<file path="src/rtl/digit_scan_pkg.sv">
package digit_scan_pkg;
  localparam int SEG_W = 7;
  typedef logic [SEG_W-1:0] seg_t;
  localparam seg_t SEG_DARK_N = '1;
  localparam seg_t SEG_FULL_N = '0;

  // Active-high gfedcba pattern for a nibble; invalid codes light nothing.
  function automatic seg_t nib_to_seg(input logic [3:0] nib);
    seg_t s;
    case (nib)
      4'd0: s = 7'b0111111;
      4'd1: s = 7'b0000110;
      4'd2: s = 7'b1011011;
      4'd3: s = 7'b1001111;
      4'd4: s = 7'b1100110;
      4'd5: s = 7'b1101101;
      4'd6: s = 7'b1111101;
      4'd7: s = 7'b0000111;
      4'd8: s = 7'b1111111;
      4'd9: s = 7'b1101111;
      default: s = 7'b0000000;
    endcase
    return s;
  endfunction
endpackage

</file>
<file path="src/rtl/scan_tick_gen.sv">
module scan_tick_gen #(
  parameter int CLK_DIV = 165563
) (
  input  logic clk,
  input  logic rst_n,
  output logic tick
);
  localparam int CNT_W = (CLK_DIV > 2) ? $clog2(CLK_DIV) : 1;
  localparam logic [CNT_W-1:0] LAST = CNT_W'(CLK_DIV - 1);

  logic [CNT_W-1:0] cnt_q;

  assign tick = (cnt_q == LAST);

  always_ff @(posedge clk or negedge rst_n) begin
    if (!rst_n)    cnt_q <= '0;
    else if (tick) cnt_q <= '0;
    else           cnt_q <= cnt_q + 1'b1;
  end
endmodule

</file>
<file path="src/rtl/lamp_timer.sv">
module lamp_timer #(
  parameter int LAMP_TICKS = 604
) (
  input  logic clk,
  input  logic rst_n,
  input  logic tick,
  output logic lamp_on
);
  localparam int LW = $clog2(LAMP_TICKS + 1);
  localparam logic [LW-1:0] LIMIT = LW'(LAMP_TICKS);

  logic [LW-1:0] cnt_q;

  assign lamp_on = (cnt_q != LIMIT);

  always_ff @(posedge clk or negedge rst_n) begin
    if (!rst_n)               cnt_q <= '0;
    else if (tick && lamp_on) cnt_q <= cnt_q + 1'b1;
  end
endmodule

</file>
<file path="src/rtl/digit_sequencer.sv">
module digit_sequencer #(
  parameter int N = 8
) (
  input  logic                 clk,
  input  logic                 rst_n,
  input  logic                 tick,
  output logic                 gap,
  output logic [$clog2(N)-1:0] idx,
  output logic [N-1:0]         dig_sel
);
  localparam int IW = $clog2(N);
  localparam logic [IW-1:0] TOP = IW'(N - 1);

  logic          gap_q;
  logic [IW-1:0] idx_q;

  always_ff @(posedge clk or negedge rst_n) begin
    if (!rst_n) begin
      gap_q <= 1'b0;
      idx_q <= '0;
    end else begin
      gap_q <= tick;
      if (gap_q) idx_q <= (idx_q == TOP) ? '0 : idx_q + 1'b1;
    end
  end

  for (genvar i = 0; i < N; i++) begin : g_sel
    assign dig_sel[i] = (idx_q == IW'(i));
  end

  assign gap = gap_q;
  assign idx = idx_q;
endmodule

</file>
<file path="src/rtl/zero_blank_chain.sv">
module zero_blank_chain #(
  parameter int N = 8
) (
  input  logic [N*4-1:0] bcd,
  output logic [N-1:0]   blank
);
  logic [N-1:0] chain;

  assign chain[N-1] = (bcd[N*4-1 -: 4] == 4'd0);
  for (genvar i = N - 2; i >= 0; i--) begin : g_chain
    assign chain[i] = chain[i+1] && (bcd[i*4 +: 4] == 4'd0);
  end

  assign blank = {chain[N-1:1], 1'b0};
endmodule

</file>
<file path="src/rtl/digit_scan_drv.sv">
module digit_scan_drv #(
  parameter int NUM_DIGITS = 8,
  parameter int CLK_DIV    = 165563,
  parameter int LAMP_TICKS = 604
) (
  input  logic                    clk,
  input  logic                    rst_n,
  input  logic [NUM_DIGITS*4-1:0] bcd_value,
  output logic [6:0]              seg_n,
  output logic [NUM_DIGITS-1:0]   dig_sel
);
  import digit_scan_pkg::*;

  localparam int IW = $clog2(NUM_DIGITS);

  logic                  tick;
  logic                  lamp_on;
  logic                  gap;
  logic [IW-1:0]         idx;
  logic [NUM_DIGITS-1:0] blank;
  logic [3:0]            nibs [NUM_DIGITS];

  scan_tick_gen #(.CLK_DIV(CLK_DIV)) tick_i (
    .clk(clk), .rst_n(rst_n), .tick(tick)
  );

  lamp_timer #(.LAMP_TICKS(LAMP_TICKS)) lamp_i (
    .clk(clk), .rst_n(rst_n), .tick(tick), .lamp_on(lamp_on)
  );

  digit_sequencer #(.N(NUM_DIGITS)) seq_i (
    .clk(clk), .rst_n(rst_n), .tick(tick),
    .gap(gap), .idx(idx), .dig_sel(dig_sel)
  );

  zero_blank_chain #(.N(NUM_DIGITS)) blank_i (
    .bcd(bcd_value), .blank(blank)
  );

  for (genvar i = 0; i < NUM_DIGITS; i++) begin : g_nib
    assign nibs[i] = bcd_value[i*4 +: 4];
  end

  always_comb begin
    if (gap)             seg_n = SEG_DARK_N;
    else if (lamp_on)    seg_n = SEG_FULL_N;
    else if (blank[idx]) seg_n = SEG_DARK_N;
    else                 seg_n = ~nib_to_seg(nibs[idx]);
  end
endmodule

</file>
<file path="config.mk">
export PLATFORM = sky130hd
export DESIGN_NAME = digit_scan_drv
export DESIGN_NICKNAME = d
export VERILOG_FILES = /design/src/rtl/digit_scan_pkg.sv /design/src/rtl/scan_tick_gen.sv /design/src/rtl/lamp_timer.sv /design/src/rtl/digit_sequencer.sv /design/src/rtl/zero_blank_chain.sv /design/src/rtl/digit_scan_drv.sv
export SDC_FILE = /design/constraint.sdc
export NUM_CORES = 1
export LEC_CHECK = 0
export ABC_AREA = 1
export CORE_MARGIN = 2
export CORE_UTILIZATION = 53
export DETAILED_ROUTE_END_ITERATION = 12
export GPL_ROUTABILITY_DRIVEN = 0
export GPL_TIMING_DRIVEN = 0
export PLACE_DENSITY_LB_ADDON = 0.3
export SLEW_MARGIN = 10
export SYNTH_ARGS = -nofsm -noshare
export SYNTH_HDL_FRONTEND = slang
export SYNTH_SLANG_ARGS = --single-unit
</file>
<file path="constraint.sdc">
create_clock -name clk -period 2.2 [get_ports clk]
set_input_delay 0.22 -clock clk [delete_from_list [all_inputs] [get_ports clk]]
set_output_delay 0.22 -clock clk [all_outputs]
set_load 0.02 [all_outputs]
</file>
# Word level (Yosys, flattened, before mapping)
# Memories as Yosys holds them, arrays and structs flattened.
# Index checks and enable logic that the tools add are counted.
# Widths: inputs -> output; s select.
# word_totals
register_bits	32
romBits	112
inputBits	34
word_cells	49
n_memories	1
# mem_list
memory	depth	word_bits	rd	rd_ports_with_merged_regs	write_ports	line	text
(no name shown)	16	7	1	0	0	digit_scan_pkg.sv:10	case (nib)
# op_classes
add_sub_neg	3
magnitude_cmp	2
n_eq_ne	9
n_mux	13
bitwise_logic	2
n_reduce_logical	15
# ops
operator	count
$mux 7	6
$logic_not 4->1	7
$add 18x1->18 const B	1
$eq 18x18->1 const B	1
$mux 18	1
$bmux 4 s3	1
$eq 3x3->1 const B	4
$add 10x1->10 const B	1
$ne 10x10->1 const B	1
$mux 4	2
$logic_and 1x1->1	7
$not 7->7	1
$eq 3x2->1 const B	2
$ge 4x4->1 const B	1
$lt 3x4->1 const B	1
$not 3->4	1
$add 3x1->3 const B	1
$bmux 1 s3	1
$eq 3x1->1 const B	1
$logic_not 3->1	1
$mux 3	1
$mux 1	1

# Logic depth before layout (Yosys ltp)
# depth
ltp_word	16
mapped_depth	14
depth_no_buf	13

# Modules after synthesis
# A second synthesis with hierarchy kept.
# hier_totals
cells_unflattened	472
area_unflattened_um2	3074.2
# modules_own_cells
module	n_inst	cells_per_inst	area_per_inst_um2	seq_area_each_um2
scan_tick_gen	1	139	1029.7	450.4
digit_scan_drv	1	164	907.1	0.0
lamp_timer	1	95	665.6	250.2
digit_sequencer	1	37	292.8	100.1
zero_blank_chain	1	37	178.9	0.0

# Worst setup path after synthesis
# OpenSTA, ideal clock, no wires.
# synth_path
kind	register to output
start	reg seq_i.idx_q[0], in the netlist seq_i.idx[0]
end	out seg_n[5]
arrival_ns	1.757
required_ns	1.980
setup_slack_ns	0.223
stages_incl_launch_ff	14
path_buffers	1
cell_sequence	dfrtp_1 buf_6 or2_0 nand3_1 nand3_1 nand2_1 inv_1 ha_1 inv_1 nand3_1 nand3_1 nand3_1 nand2_1 nand2_1
# synth_via
elab_chain_len	12
word_cells_on_any_way	14
# synth_rtl
element	line	text
start: declaration	digit_sequencer.sv:15	logic [IW-1:0] idx_q;
start signal: assignment	digit_sequencer.sv:23	if (gap_q) idx_q <= (idx_q == TOP) ? '0 : idx_q + 1'b1;
$not 3->4 (implied by the code)	digit_scan_drv.sv:48	else seg_n = ~nib_to_seg(nibs[idx]);
$bmux 4 s3	digit_scan_drv.sv:48	
$mux 4 (implied by the code) (2 in a row)	digit_scan_drv.sv:48	
$mem_v2 16x7	--	
$mux 7	digit_scan_drv.sv:47	else if (blank[idx]) seg_n = SEG_DARK_N;
$mux 7	digit_scan_drv.sv:46	else if (lamp_on) seg_n = SEG_FULL_N;
$mux 7	digit_scan_drv.sv:45	if (gap) seg_n = SEG_DARK_N;
$not 7->7	digit_scan_drv.sv:48	
$mux 7 *	digit_scan_drv.sv:47	
$mux 7 *	digit_scan_drv.sv:46	
$mux 7 *	digit_scan_drv.sv:45	
end: declaration	digit_scan_drv.sv:9	output logic [6:0] seg_n,
# Mark *: on every way between the ends. The rest lies on a longest branch, timed or not. The select of a mux whose other input is x is not followed.

# Worst setup path after layout
# layout_path
start	reg seq_i.idx_q[0], in the netlist seq_i.idx[0]
end	out seg_n[4]
# Same word-level chain as after synthesis.

==> metrics.cfg <==
[status]
status=finished with violations
failing_checks=negative setup slack

[sta]
period_needed_ps=2420
rsz0062_at_grt=true
final.setup_skew_ps=10.2
worst-slew-pin-transition_ps=718
final_critical_path_setup_slack_ps=-218
clock.fmax_mhz=414
final.period_utilization_pct=110
report.final.setup_viol=7
max-slew-margin-rel_pct=52.1
timing.final.max_slew_violations=0
report.final.hold_viol_count=0

[cts]
cts_tree=yes
maximum_count_of_clock_buffers_along_a_single_path=2
h-tree-depth=2
clk_latency_worst_skew_pair_ps=300
cts_sinks=32
clk_root_buffer_cell=sky130_fd_sc_hd__clkbuf_8
cts_made_buffers=5
clk_pin_slew_worst_paths_ps=80

[critical_path]
critical_path.n_buffers_inverters=2
worst_setup_path_start_kind=flip-flop
critical_path.top_delay_family=simple AND/OR/NAND/NOR gates
slowest_stage=sky130_fd_sc_hd__dfrtp_2
critical-path-max-stage-delay_ps=460
critical_path.most_common_cell=sky130_fd_sc_hd__nand3_1
end_kind=output port
critPathRequiredTime_ps=1980
cp_cell_sequence=buf_6 -> or2_0 -> nand3_1 -> nand3_2 -> nand2_4 -> ha_2 -> nand3_1 -> nand3_1 -> nand3_1 -> nand2_1 -> nand2_1 -> buf_6
worst_ep_arrival_time_ps=2200
crit_path_max_fanout=5
crit_type=reg -> out

[final_layout]
nFillCells=346
synthToLayoutAreaGrowth_pct=34.4
antenna_cells_inserted=0
sequential_cell_area_um2=803
share_of_layout_cells_above_drive_strength_1_pct=20.2
multi_input_comb_area_um2=1650
final_design_utilization_pct=75.0
finish.net_count=508
finalNonFillerCells=527

[synthesis]
yosys_register_bits=32
synth.top_cell.area_share_pct=30.0
syn_inst=391
average_cell_area_after_synthesis_um2=6.83
synth_top_cell_by_area=sky130_fd_sc_hd__dfrtp_1
synth-warning-count=0
synthesis.area_um2=2670
post_synth_main_area_contributors=sky130_fd_sc_hd__dfrtp_1 (30%), sky130_fd_sc_hd__nand2_1 (14%), sky130_fd_sc_hd__inv_1 (9.7%)
portion_of_the_post_synthesis_area_used_by_sequential_elements_pct=30.0
syn_nets=440
unique_cell_type_count_in_the_yosys_netlist=34

[route]
initial_drc_count=220
route.vias.total=2716
detail_route.first_pass.iterations=4
route.antenna.remaining_nets=0
detail_route.drc_violations=0
wl_per_cell_um=13.3
avgViaCountPerCell=5.15
wl_um=7020

[pwr]
internal-power_mw=0.905
power_density_nw_per_um2=348
power.share.sequential_pct=47.1
worst_ir_drop_vdd_mv=0.437
total_switching_power_mw=0.343
switching_share_pct=27.5
leak_nw=1.88
comb_power_share_pct=14.6
clock_power_share_pct=38.4

[floorplanning]
die-height_um=75.0
ports=49
floorplan.die.width_um=75.0
core_region_area_um2=4790
initial_core_util_pct=55.8
rows=25
dieArea_um2=5620

[place]
place_hpwl_um=4770
dp.cells=506
portBuffers=48

[grt]
antenna_found_initial=0
number_of_global_route_vias_before_repair=2622
overall_routing_resource_usage_pct=26.4
global_route_total_overflow=0
first_pass_grt_wire_length_um=11500
grt_max_degree=33

[flow_run]
drv_cap=0

[worst_hold_path]
hold_path.class=reg -> reg

worst register-to-register path: stages (launching register included):
cell	delay, ps
sky130_fd_sc_hd__dfrtp_1	410
sky130_fd_sc_hd__inv_1	70
sky130_fd_sc_hd__ha_1	190
sky130_fd_sc_hd__nand3_1	90
sky130_fd_sc_hd__nor4_1	440
sky130_fd_sc_hd__nand4_2	270
sky130_fd_sc_hd__inv_2	130
sky130_fd_sc_hd__nand2_1	70
sky130_fd_sc_hd__nand2_1	60
path summary, 6_finish.rpt:
path | start | end | slack (ps) | cells past startpoint
max in group asynchronous | rst_n | seq_i.idx[0]$_DFFE_PN0P_ | 1190 | 2
worst min-delay path | tick_i.cnt_q[0]$_DFF_PN0_ | tick_i.cnt_q[0]$_DFF_PN0_ | 490 | 1
worst max register to register | tick_i.cnt_q[0]$_DFF_PN0_ | lamp_i.cnt_q[9]$_DFFE_PN0P_ | 410 | 8
min in group asynchronous | rst_n | lamp_i.cnt_q[3]$_DFFE_PN0P_ | 510 | 2
worst min register to register | tick_i.cnt_q[0]$_DFF_PN0_ | tick_i.cnt_q[0]$_DFF_PN0_ | 490 | 1
worst max-delay path | seq_i.idx[0]$_DFFE_PN0P_ | seg_n[4] | -220 | 12
per-layer routing:
| metal | GRT usage [%] | vias up | wire, um |
|---|---|---|---|
| met5 | 0 | - | 0 |
| met4 | 9.52 | 0 | 132 |
| met3 | 5.09 | 18 | 310 |
| met2 | 45.3 | 83 | 3500 |
| met1 | 33.1 | 1254 | 3070 |
| li1 | - | 1361 | - |
sequential cells by signal (all words and copies together), names as in the netlist:
signal / flops
tick_i.cnt_q: 18
lamp_i.cnt_q: 10
seq_i.idx: 3
seq_i.gap: 1
layout make-up:
cell class | count | share of cell area, %
buffer | 5 | 1.36
clock buffer | 5 | 1.92
clock inverter | 3 | 0.662
inverter | 78 | 8.61
multi-input combinational | 275 | 46.0
sequential | 32 | 22.4
tap | 67 | 2.33
timing repair buffer | 62 | 16.8
power by group through the flow:
stage | registers [mW] | logic, mW | clock network (mW)
after global routing | 0.588 | 0.199 | 0.503
after floorplan | 0.599 | 0.0648 | 0
after global placement | 0.599 | 0.146 | 0
after CTS | 0.588 | 0.171 | 0.480
after detailed placement | 0.599 | 0.146 | 0
final | 0.588 | 0.182 | 0.479
timing repair:
action                                 in CTS  in global routing
resized for setup                          72                 12
endpoints found under the hold margin       5                  0
hold buffers                                1                  0
buffers inserted                           10                  3
pin swaps                                  13                  6
setup endpoints to repair                   8                  7
placed cells by master, fill, tap and decap left out, types with 4 or more instances in the layout:
| cell | count |
|---|---|
| sky130_fd_sc_hd__xor2_1 | 8 |
| sky130_fd_sc_hd__a21oi_1 | 6 |
| sky130_fd_sc_hd__nand2_2 | 10 |
| sky130_fd_sc_hd__ha_4 | 4 |
| sky130_fd_sc_hd__nor3_1 | 9 |
| sky130_fd_sc_hd__inv_4 | 5 |
| sky130_fd_sc_hd__nand3_1 | 38 |
| sky130_fd_sc_hd__buf_4 | 13 |
| sky130_fd_sc_hd__dfrtp_1 | 30 |
| sky130_fd_sc_hd__nand4_1 | 10 |
| sky130_fd_sc_hd__buf_6 | 12 |
| sky130_fd_sc_hd__nand2_1 | 98 |
| sky130_fd_sc_hd__inv_2 | 6 |
| sky130_fd_sc_hd__nor2_1 | 26 |
| sky130_fd_sc_hd__clkdlybuf4s50_1 | 39 |
| sky130_fd_sc_hd__nand3_2 | 17 |
| sky130_fd_sc_hd__o21ai_0 | 7 |
| sky130_fd_sc_hd__clkbuf_8 | 5 |
| sky130_fd_sc_hd__xnor2_1 | 8 |
| sky130_fd_sc_hd__ha_1 | 10 |
| sky130_fd_sc_hd__inv_1 | 64 |
cell families after synthesis:
logic type / share of synthesized area [%]
simple gates: 40.8
compound gates: 3.84
flops: 30.0
fa+ha+maj: 7.03
buf+inv: 13.1
xor+xnor: 5.25
stage by stage:
stage | setup WS (ps) | TNS (ps) | hold WS [ps] | instance area (um2) | power [mW]
global placement | -437 | -2600 | 469 | 3240 | 0.745
detailed placement | -467 | -2770 | 308 | 3230 | 0.745
finish | -218 | -1080 | 493 | 3590 | 1.25
global route | -319 | -1860 | 528 | 3590 | 1.29
CTS | -156 | -854 | 496 | 3530 | 1.24
floorplan | 223 | 0 | -75.6 | 2670 | 0.664
Yosys cell counts:
library cell               number
sky130_fd_sc_hd__nand3b_1       1
sky130_fd_sc_hd__buf_2          1
sky130_fd_sc_hd__o21ai_0        7
sky130_fd_sc_hd__inv_4          1
sky130_fd_sc_hd__o21ai_1        3
sky130_fd_sc_hd__or2_0          1
sky130_fd_sc_hd__nand3_2        6
sky130_fd_sc_hd__nor2_1        26
sky130_fd_sc_hd__nand2_4        1
sky130_fd_sc_hd__nor3_1         9
sky130_fd_sc_hd__nor2_2         1
sky130_fd_sc_hd__o21ai_4        1
sky130_fd_sc_hd__nor3b_1        1
sky130_fd_sc_hd__nor4_1         3
sky130_fd_sc_hd__xor2_1         8
sky130_fd_sc_hd__nand3_4        1
sky130_fd_sc_hd__ha_1          15
sky130_fd_sc_hd__inv_2          6
sky130_fd_sc_hd__a21oi_1        6
sky130_fd_sc_hd__clkinv_1       2
sky130_fd_sc_hd__nand4_1       10
sky130_fd_sc_hd__nand3_1       49
sky130_fd_sc_hd__nand2_2        7
sky130_fd_sc_hd__nor3_2         1
sky130_fd_sc_hd__nand4_2        2
sky130_fd_sc_hd__xnor2_1        8
sky130_fd_sc_hd__inv_1         69
sky130_fd_sc_hd__dfrtp_1       32
sky130_fd_sc_hd__nor2_4         3
sky130_fd_sc_hd__nand2_1      103
sky130_fd_sc_hd__or2_2          1
sky130_fd_sc_hd__buf_4          2
sky130_fd_sc_hd__a31oi_1        1
sky130_fd_sc_hd__buf_6          3
No activity file was read; power rests on OpenSTA's default activity.
